File: src/rtl/aud_serial_rx_pkg.sv
package aud_serial_rx_pkg;
  typedef enum logic {
    FMT_I2S = 1'b0,
    FMT_LJ  = 1'b1
  } fmt_e;
endpackage

File: src/rtl/aud_rx_frame_track.sv
// Tracks frame-sync history and reports slot starts for the active framing.
module aud_rx_frame_track
  import aud_serial_rx_pkg::*;
(
  input  logic clk,
  input  logic rst,
  input  logic fmt_i,
  input  logic ws_i,
  output logic slot_start_o,
  output logic start_left_o,
  output fmt_e mode_o
);
  logic       ws_p1_q, ws_p2_q;
  logic [1:0] hist_q;
  fmt_e       mode_q;
  logic       eff_cur, eff_prev, hist_ok;

  // I2S views frame sync one sample late, which yields its one-bit MSB delay.
  always_comb begin
    if (mode_q == FMT_LJ) begin
      eff_cur  = ws_i;
      eff_prev = ws_p1_q;
      hist_ok  = (hist_q != 2'd0);
    end else begin
      eff_cur  = ws_p1_q;
      eff_prev = ws_p2_q;
      hist_ok  = (hist_q == 2'd2);
    end
  end

  assign slot_start_o = hist_ok && (eff_cur != eff_prev);
  assign start_left_o = (mode_q == FMT_LJ) ? eff_cur : ~eff_cur;
  assign mode_o       = mode_q;

  always_ff @(posedge clk) begin
    if (rst) begin
      ws_p1_q <= 1'b0;
      ws_p2_q <= 1'b0;
      hist_q  <= 2'd0;
      mode_q  <= fmt_e'(fmt_i);
    end else begin
      ws_p1_q <= ws_i;
      ws_p2_q <= ws_p1_q;
      if (hist_q != 2'd2) hist_q <= hist_q + 2'd1;
      if (slot_start_o && start_left_o) mode_q <= fmt_e'(fmt_i);
    end
  end
endmodule

File: src/rtl/aud_rx_slot_shift.sv
// Collects one channel slot, MSB first, left-aligned, dropping excess bits.
module aud_rx_slot_shift #(
  parameter int W = 24
) (
  input  logic                     clk,
  input  logic                     rst,
  input  logic                     slot_start_i,
  input  logic                     start_left_i,
  input  logic                     sd_i,
  output logic                     done_o,
  output logic                     done_left_o,
  output logic [W-1:0]             word_o,
  output logic [$clog2(W+1)-1:0]   cnt_o
);
  localparam int CW = $clog2(W + 1);

  logic [W-1:0]  sh_q, sh_d;
  logic [CW-1:0] cnt_q;
  logic          armed_q, left_q;

  for (genvar i = 0; i < W; i++) begin : g_bit
    assign sh_d[i] = (cnt_q == CW'(W - 1 - i)) ? sd_i : sh_q[i];
  end

  always_ff @(posedge clk) begin
    if (rst) begin
      sh_q    <= '0;
      cnt_q   <= '0;
      armed_q <= 1'b0;
      left_q  <= 1'b0;
    end else if (slot_start_i) begin
      sh_q    <= {sd_i, {(W-1){1'b0}}};
      cnt_q   <= CW'(1);
      armed_q <= 1'b1;
      left_q  <= start_left_i;
    end else if (armed_q && (cnt_q < CW'(W))) begin
      sh_q    <= sh_d;
      cnt_q   <= cnt_q + CW'(1);
    end
  end

  assign done_o      = slot_start_i & armed_q;
  assign done_left_o = left_q;
  assign word_o      = sh_q;
  assign cnt_o       = cnt_q;
endmodule

File: src/rtl/aud_rx_pair_out.sv
// Holds the left word until its right partner completes, then presents both.
module aud_rx_pair_out #(
  parameter int W = 24
) (
  input  logic         clk,
  input  logic         rst,
  input  logic         done_i,
  input  logic         done_left_i,
  input  logic [W-1:0] word_i,
  output logic [W-1:0] left_o,
  output logic [W-1:0] right_o,
  output logic         valid_o
);
  logic [W-1:0] hold_q;
  logic         have_left_q;

  always_ff @(posedge clk) begin
    if (rst) begin
      hold_q      <= '0;
      have_left_q <= 1'b0;
      left_o      <= '0;
      right_o     <= '0;
      valid_o     <= 1'b0;
    end else begin
      valid_o <= 1'b0;
      if (done_i) begin
        if (done_left_i) begin
          hold_q      <= word_i;
          have_left_q <= 1'b1;
        end else if (have_left_q) begin
          left_o      <= hold_q;
          right_o     <= word_i;
          valid_o     <= 1'b1;
          have_left_q <= 1'b0;
        end
      end
    end
  end
endmodule

File: src/rtl/aud_serial_rx.sv
module aud_serial_rx
  import aud_serial_rx_pkg::*;
#(
  parameter int WORD_W = 24
) (
  input  logic              bclk,
  input  logic              rst,
  input  logic              fmt_lj,
  input  logic              ws,
  input  logic              sd,
  output logic [WORD_W-1:0] left_q,
  output logic [WORD_W-1:0] right_q,
  output logic              pair_valid
);
  localparam int CW = $clog2(WORD_W + 1);

  logic              slot_start, start_left;
  fmt_e              mode_q;
  logic              done, done_left;
  logic [WORD_W-1:0] word;
  logic [CW-1:0]     cnt;

  aud_rx_frame_track u_track (
    .clk          (bclk),
    .rst          (rst),
    .fmt_i        (fmt_lj),
    .ws_i         (ws),
    .slot_start_o (slot_start),
    .start_left_o (start_left),
    .mode_o       (mode_q)
  );

  aud_rx_slot_shift #(.W(WORD_W)) u_shift (
    .clk          (bclk),
    .rst          (rst),
    .slot_start_i (slot_start),
    .start_left_i (start_left),
    .sd_i         (sd),
    .done_o       (done),
    .done_left_o  (done_left),
    .word_o       (word),
    .cnt_o        (cnt)
  );

  aud_rx_pair_out #(.W(WORD_W)) u_out (
    .clk         (bclk),
    .rst         (rst),
    .done_i      (done),
    .done_left_i (done_left),
    .word_i      (word),
    .left_o      (left_q),
    .right_o     (right_q),
    .valid_o     (pair_valid)
  );
endmodule

File: config.mk
export PLATFORM = sky130hd
export DESIGN_NAME = aud_serial_rx
export DESIGN_NICKNAME = d
export VERILOG_FILES = /design/src/rtl/aud_serial_rx_pkg.sv /design/src/rtl/aud_rx_frame_track.sv /design/src/rtl/aud_rx_slot_shift.sv /design/src/rtl/aud_rx_pair_out.sv /design/src/rtl/aud_serial_rx.sv
export SDC_FILE = /design/constraint.sdc
export NUM_CORES = 1
export LEC_CHECK = 0
export BUFFER_PORTS_ARGS = -buffer_cell sky130_fd_sc_hd__buf_4
export CAP_MARGIN = 20
export CORE_MARGIN = 3
export CORE_UTILIZATION = 50
export DETAILED_ROUTE_END_ITERATION = 8
export PLACE_DENSITY = 0.68
export SETUP_SLACK_MARGIN = 0.3
export SLEW_MARGIN = 5
export SYNTH_ARGS = -nofsm -noshare
export SYNTH_HDL_FRONTEND = slang
export SYNTH_HIERARCHICAL = 1
export SYNTH_SLANG_ARGS = --single-unit
export TNS_END_PERCENT = 20
File: constraint.sdc
create_clock -name bclk -period 2.8 [get_ports bclk]
set_input_delay 0.14 -clock bclk [delete_from_list [all_inputs] [get_ports bclk]]
set_output_delay 0.14 -clock bclk [all_outputs]
set_load 0.03 [all_outputs]
== Yosys cells after proc, flatten, opt, wreduce, memory -nomap -nowiden ==
Cells that the tools add are included.

* Reduce and logical (&&, ||, !) cells: 36
* Eq/ne operators: 26
* Bitwise operators: 4
* Add/subtract/negate cells: 2
* Magnitude comparators: 1
* Multiplexer cells: 36

{| class="wikitable"
|+ Operators by type and width
! operator !! count
|-
| 2-bit AND reduction || 25
|-
| 24-bit 2-to-1 mux || 2
|-
| 5-bit by 4-bit == test with 1-bit output, second input constant || 8
|-
| 5-bit == test, second input constant || 8
|-
| 1-bit 2-to-1 mux || 34
|-
| 5-bit by 3-bit == test with 1-bit output, second input constant || 4
|-
| 5-bit by 2-bit == test with 1-bit output, second input constant || 2
|-
| 2-bit nonzero test || 4
|-
| 5-bit by 1-bit adder with 5-bit output, second input constant || 1
|-
| 5-bit by 1-bit == test with 1-bit output, second input constant || 1
|-
| 5-bit zero test || 1
|-
| 5-bit less-than comparator, second input constant || 1
|-
| 1-bit logical AND || 3
|-
| 1-bit NOT || 3
|-
| 3-bit AND reduction || 1
|-
| 3-bit OR reduction || 1
|-
| 2-bit by 1-bit adder with 2-bit output, second input constant || 1
|-
| 2-bit == test, second input constant || 1
|-
| 2-bit != test, second input constant || 1
|-
| 2-bit OR reduction || 1
|-
| 1-bit AND || 1
|-
| 1-bit != test || 1
|}

* Flip-flop bits (word level): 110
* Output and inout port bits: 49
* Word-level logic and storage cells: 142
* Input port bits: 5

== Logic depth before layout (Yosys ltp) ==
Gate-level depths: netlist of the first run.

* Depth in word-level cells: 6
* Mapped depth: 10
* Mapped depth without buffers: 6

== Hierarchy ==
Netlist of the first run, hierarchy kept.

{| class="wikitable"
|+ By module, submodules not included
! module !! area each (um^2) !! cells each !! seq. area each (um^2) !! times used
|-
| aud_rx_pair_out || 3209.3 || 323 || 1481.4 || 1
|-
| aud_rx_slot_shift || 1432.6 || 154 || 620.6 || 1
|-
| aud_rx_frame_track || 229.0 || 24 || 110.1 || 1
|}

== Least setup slack after synthesis of the first run ==
Ideal clock, no wire load.

* Path kind: reg-to-reg
* Start: register u_track.ws_p1_q
* End: register u_out.left_o[10]
* Path buffers: 4
* Setup time: 72 ps
* Required time: 2728 ps
* Stages on the path, launching flop included: 11
* Clock period less this slack: 1986 ps
* Arrival: 1915 ps
* Slack: 814 ps
* Cells stage by stage: dfxtp_1 > xor2_1 > a21oi_1 > a211oi_1 > buf_6 > and2_1 > and3b_1 > buf_2 > buf_6 > buf_6 > mux2i_1

* Word-level cells in the longest chain between the ends: 5
* Elaborated cells on any way between the ends: 6
* Those cells by class: eq/ne: 1; mux: 2; bitwise: 1; reduce/logical: 2

{| class="wikitable"
|+ RTL lines
! item !! RTL line !! text
|-
| from (decl) || aud_rx_frame_track.sv:13 || <nowiki>logic ws_p1_q, ws_p2_q;</nowiki>
|-
| from (signal assigned) || aud_rx_frame_track.sv:42 || <nowiki>ws_p1_q <= ws_i;</nowiki>
|-
| 1-bit 2-to-1 mux || aud_rx_frame_track.sv:20 || <nowiki>if (mode_q == FMT_LJ) begin</nowiki>
|-
| 1-bit != test (*) || aud_rx_frame_track.sv:31 || <nowiki>assign slot_start_o = hist_ok && (eff_cur != eff_prev);</nowiki>
|-
| 1-bit logical AND (*) || aud_rx_frame_track.sv:31 ||
|-
| net slot_start || aud_serial_rx.sv:17 || <nowiki>logic slot_start, start_left;</nowiki>
|-
| 1-bit AND (*) || aud_rx_slot_shift.sv:42 || <nowiki>assign done_o = slot_start_i & armed_q;</nowiki>
|-
| net done || aud_serial_rx.sv:19 || <nowiki>logic done, done_left;</nowiki>
|-
| 3-bit AND reduction (no source line) (*) || n/a ||
|-
| to (signal assigned) || aud_rx_pair_out.sv:31 || <nowiki>left_o <= hold_q;</nowiki>
|-
| to (decl) || aud_rx_pair_out.sv:10 || <nowiki>output logic [W-1:0] left_o,</nowiki>
|}

The timed path passes the listed nets; every way through them passes the cells marked *.
A chain may end at the register's enable or synchronous reset.

== Final worst setup path of the first run ==
* Start: register u_track.ws_p1_q
* End: register u_out.right_o[17]

* Word-level cells in the longest chain between the ends: 5
* Elaborated cells on any way between the ends: 6
* Those cells by class: eq/ne: 1; mux: 2; bitwise: 1; reduce/logical: 2

{| class="wikitable"
|+ RTL lines
! item !! RTL line !! text
|-
| 1-bit 2-to-1 mux || aud_rx_frame_track.sv:20 ||
|-
| 1-bit != test (*) || aud_rx_frame_track.sv:31 ||
|-
| 1-bit logical AND (*) || aud_rx_frame_track.sv:31 ||
|-
| net slot_start || aud_serial_rx.sv:17 ||
|-
| 1-bit AND (*) || aud_rx_slot_shift.sv:42 ||
|-
| net done || aud_serial_rx.sv:19 ||
|-
| 3-bit AND reduction (no source line) (*) || n/a ||
|-
| to (signal assigned) || aud_rx_pair_out.sv:32 || <nowiki>right_o <= word_i;</nowiki>
|-
| to (decl) || aud_rx_pair_out.sv:11 || <nowiki>output logic [W-1:0] right_o,</nowiki>
|}

Marks and branches as above.

==> impl_results.md, run 1 <==
* Status: finished, final reports clean
* Pwr dens at 538 nW/um2
* Ant. Diodes at 0
* Synthesized area at 4870 um2
* Post-synth EDFFs at 1
* Lkg Pwr at 2.09 nW
* Post-detail-place hpwl at 6120 um
* DRT Pass-1 Iters at 4
* Ys Warns at 6
* Multi-input gate area at 2450 um2
* Syn_nets at 513
* Register cell area after layout at 2210 um2
* Worst-path fanout max at 25
* DR vias/cell at 5.07
* Core box area at 9370 um2
* Post-synth top area share at 44.8%
* Starting DRT DRC Count at 96
* Root Driver: clkbuf_8
* Top cells by count, synth: dfxtp_1 (109), nand2b_1 (96), mux2i_1 (73)
* # DRC at 0
* Worst path required time at 3.10 ns
* DIE AREA at 11000 um2
* Synth unique cells at 44
* Antenna viol nets, final at 0
* Max clock buf depth at 2
* Setup Crit Path Kind: reg -> reg
* Slew Viols, Final at 0
* CTS Buf Count at 9
* # port buffers at 53
* Sink Count at 110
* WHS Path Cells at 3
* Die Wd at 105 um
* Fillers at 892
* Cells on worst reg2reg path at 8
* Setup bufs post-CTS at 0
* Max-cap check violation count at 0
* Area added between synthesis and finish at 13.1%
* Yosys reg bits at 110
* Vias in the first global route at 3360
* First-pass GRT wire length at 15700 um
* Syn avg cell area at 9.72 um2
* Slew headroom at 58.6%
* Min-delay worst type: in -> reg
* # nets final at 551
* TritonCTS clock tree: built
* Hold_ws at 0.0477 ns
* Setup violators final at 0
* Die Height at 105 um
* Grt ovf at 0
* Post-synth top area cell: dfxtp_1
* Fmax at 0.471 GHz
* Vias at 3413
* Share of cells above drive strength 1 at 19.3%
* Top post-synthesis cells by area: dfxtp_1 (45%), mux2i_1 (15%), nand2b_1 (12%), a21bo_2 (3.9%), nand2_1 (3.9%)
* Starting density of the core at 52.0%
* Detailed Route WL at 9210 um
* GRT Overall Usage at 17.3%
* RSZ-0062 raised after global routing: false
* Layout Skew at 0.00824 ns
* Seq/Total Area, Yosys at 45.4%
* Cells after Synth at 501
* RePlAce Congestion at 0.790
* CP Data Arrival Time at 2.42 ns
* Initial antenna violation count at 0
* Crit. End Element: flip-flop
* Peak VDD IR at 0.381 mV
* Setup tns final at 0 ns
* Slew @ Worst Pin at 0.620 ns
* Post-synth top flop: dfxtp_1
* Largest net degree at the start of global routing at 79
* Number of core rows at 35
* Worst-Skew Late Latency at 0.36 ns
* Most frequent cell after synthesis: dfxtp_1
* Fin. Hold Viols at 0
* Reg clk slew, reported paths at 0.10 ns
* Post-route minimum period at 2.12 ns
* Drt wl/cell at 13.7 um
* Async SR Flop Fraction at 0%
* # H-tree levels at 3
* Setup crit start kind: flip-flop
* Period utilization at 75.8%
* Num ports at 54
==> metrics by stage <==
stage	cell area, um2	power, mW	utilization (%)	worst slack, ns	cells
after global routing	5510	3.12	58.8	0.454	673
after CTS	5510	3.01	58.8	0.663	673
after floorplan	4870	2.03	-	0.814	501
after global placement	5310	2.11	56.6	0.782	655
after detailed placement	5310	2.11	56.6	0.684	655
final	5510	2.96	58.8	0.677	673
==> repair_timing <==
item                                   CTS  global route
endpoints found under the hold margin    2             0
resized for setup                        0             0
hold buffers                             2             0
==> critical path: stages (launching register included) <==
cell,delay [ns]
dfxtp_1,0.43
xor2_1,0.17
a21oi_1,0.08
a211oi_1,0.21
buf_4,0.20
and2_1,0.15
and3b_2,0.19
buf_4,0.37
mux2i_1,0.24
==> worst paths after layout <==
kind	startpoint	endpoint	slack, ns
min reg2reg	u_out/hold_q[4]	u_out/left_o[4]	0.48
min	sd	u_shift/word_o[23]	0.05
max reg2reg	u_track/ws_p1_q	u_out/right_o[17]	0.68
max	u_track/ws_p1_q	u_out/right_o[17]	0.68
==> logic make-up after synthesis <==
group | count (synthesis) | share of synthesized area (%)
xor gates and xnor gates | 3 | 0.540
DFF | 110 | 45.4
AOI/OAI and AO/OA | 63 | 9.63
and+or+nand+nor | 202 | 23.3
adders and majority gates | 7 | 1.80
buffers and inverters | 43 | 4.32
muxes | 73 | 15.0
==> final cells by class <==
type | count | area share, %
Clock buffer | 10 | 2.32
Tap cell | 129 | 2.93
Sequential cell | 110 | 40.2
Multi-Input combinational cell | 348 | 44.5
Inverter | 7 | 0.477
Timing Repair Buffer | 63 | 8.68
Clock inverter | 6 | 0.954
==> state kept, by name (all words and copies together) (netlist names) <==
name / cells
u_track/mode_o: 1
u_track/ws_p1_q: 1
u_shift/done_left_o: 1
u_track/ws_p2_q: 1
u_out/valid_o: 1
u_shift/word_o: 24
u_out/left_o: 24
u_shift/cnt_o: 5
u_out/have_left_q: 1
u_out/hold_q: 24
u_shift/armed_q: 1
u_track/hist_q: 2
u_out/right_o: 24
==> power breakdown <==
group	total (mW)	internal, mW	switching, mW	leakage, nW
Sequential	1.67	1.61	0.0584	0.889
Clock	0.884	0.341	0.543	0.0937
Combinational	0.412	0.150	0.262	1.11
==> cell usage in the layout, fill, tap and decap left out, types with 7 or more instances in the layout <==
cell and n:
inv_1 7, buf_4 61, nor2_1 10, ha_1 7, mux2i_1 73, clkbuf_8 9
nand2b_1 96, nand3_1 26, dfxtp_1 109, a21oi_1 28, a21bo_2 19, nand2_1 50
==> metal layers <==
metal	up-vias	track usage [%]	part of all wire, %
met2	47	30.8	50
met1	1604	20.8	45
met4	0	4.69	1.4
met3	12	4.20	3.2
met5	-	0	0
li1	1750	-	-
No activity file was read; power rests on OpenSTA's default activity.
==> run 2: changes to the inputs <==
Clock period 2.8 ns to 2.2 ns, I/O delays scaled along.
==> impl_results.md, run 2 (synthesis gave the netlist of run 1 again) <==
* DRT Pass-1 Iters at 4
* Antenna viol nets, final at 0
* # DRC at 0
* TritonCTS clock tree: built
* Max clock buf depth at 2
* DIE AREA at 11000 um2
* Sink Count at 110
* Setup crit start kind: flip-flop
* Reg clk slew, reported paths at 0.09 ns
* Num ports at 54
* Initial antenna violation count at 0
* Hold_ws at 0.172 ns
* Post-route cell area at 5740 um2
* Delay-heaviest family, CP: simple AND/OR/NAND/NOR gates
* RSZ-0062 raised after global routing: true
* Area added between synthesis and finish at 17.8%
* Post-route minimum period at 1.86 ns
* Placed cell areas at 5350 um2
* Lkg Pwr at 2.18 nW
* Most common cell after layout, fill and taps aside: dfxtp_1
* Final WS setup at 0.344 ns
* Ant. Diodes at 0
* Grt ovf at 0
* Slew headroom at 49.5%
* Detailed Route WL at 10100 um
* RePlAce Congestion at 0.812
* Setup tns final at 0 ns
* Pwr Total at 3.97 mW
* Net switching fraction of the power at 28.2%
* CP cell instances: xor2_1, a21oi_1, a211oi_2, and2_4, and3b_4, clkbuf_16, mux2i_1
* Die Height at 105 um
* CP Data Arrival Time at 2.15 ns
* Setup violators final at 0
* Gate power share at 14.0%
* DP Worst Slack at 0.388 ns
* Non-filler cells, final at 682
* Max-cap check violation count at 0
* Number of core rows at 35
* Worst-Skew Late Latency at 0.37 ns
* Fin. Hold Viols at 0
* CP Buf/Inv Count at 1
* Util after Layout at 61.2%
* Share of cells above drive strength 1 at 21.2%
* Pwr dens at 693 nW/um2
* Clock power frac at 32.4%
* Root Driver: clkbuf_8
* Post-detail-place hpwl at 6300 um
* Status: finished, final reports clean
* Slew Viols, Final at 0
* Drt wl/cell at 14.8 um
* Switching power at 1.12 mW
* Layout Skew at 0.0149 ns
* Crit. End Element: flip-flop
* Worst-path fanout max at 8
* CTS Buf Count at 9
* First-pass GRT wire length at 16200 um
* Setup Crit Path Kind: reg -> reg
* CP max-delay cell: dfxtp_4
* DR vias/cell at 5.16
* Commonest cells after routing, fill and taps aside: dfxtp_1 (108), nand2b_1 (96), mux2i_1 (73)
* Die Wd at 105 um
* GRT Overall Usage at 17.7%
* Starting density of the core at 52.0%
* Peak VDD IR at 0.484 mV
* # nets final at 560
* Worst path required time at 2.49 ns
* Reg power frac at 53.7%
* Largest net degree at the start of global routing at 97
* Starting DRT DRC Count at 129
* Max incr delay on CP at 0.38 ns
* # H-tree levels at 3
* # port buffers at 53
* Core box area at 9370 um2
* Vias at 3520
* Vias in the first global route at 3408
* Slew @ Worst Pin at 0.758 ns
* Period utilization at 84.4%
* Fmax at 0.539 GHz
* Dpl cells at 656
* Min-delay worst type: in -> reg
* Cell Int Power at 2.85 mW
==> run 2: metal layers <==
layer  wire length [um]  GRT usage, %
met2               4980          30.1
met1               4740          22.7
met3                226          2.90
met4                150          6.65
met5                  0             0
==> run 2: worst paths after layout <==
kind	startpoint	cells after the start	end	slack, ns
min reg2reg	u_out/hold_q[18]	2	u_out/left_o[18]	0.47
min	ws	5	u_shift/done_left_o	0.17
max	u_track/ws_p1_q	7	u_out/right_o[9]	0.34
max reg2reg	u_track/ws_p1_q	7	u_out/right_o[9]	0.34
==> run 2: repair_timing <==
item	CTS	global route
hold endpoints to repair	2	1
gates resized for setup	0	5
setup endpoints to repair	0	72
buffers inserted	0	1
hold buffers	2	1
==> run 2: power groups by stage <==
stage          Combinational, mW  Sequential, mW  Clock, mW
5_1_grt                    0.610            2.15       1.41
6_report                   0.555            2.13       1.29
2_1_floorplan              0.445            2.14          0
3_3_place_gp               0.517            2.18          0
4_1_cts                    0.537            2.13       1.33
3_5_place_dp               0.533            2.18          0
==> run 2: worst reg2reg max path: cells and delay by family (launching register included) <==
kind,cells,cell delay [ns]
muxes,1,0.18
buffers and inverters,1,0.22
AOI/OAI and AO/OA,2,0.29
and+or+nand+nor,2,0.56
xor gates and xnor gates,1,0.14
DFF,1,0.38
==> run 2: final cells by class <==
| type | instances | area [um2] |
|---|---|---|
| inverters | 7 | 26.3 |
| well taps | 129 | 161 |
| repair buffers | 72 | 658 |
| fillers | 830 | 3630 |
| multi-input cells | 348 | 2460 |
| clock inverters | 6 | 66.3 |
| flip-flops and latches | 110 | 2220 |
| clock buffers | 10 | 149 |
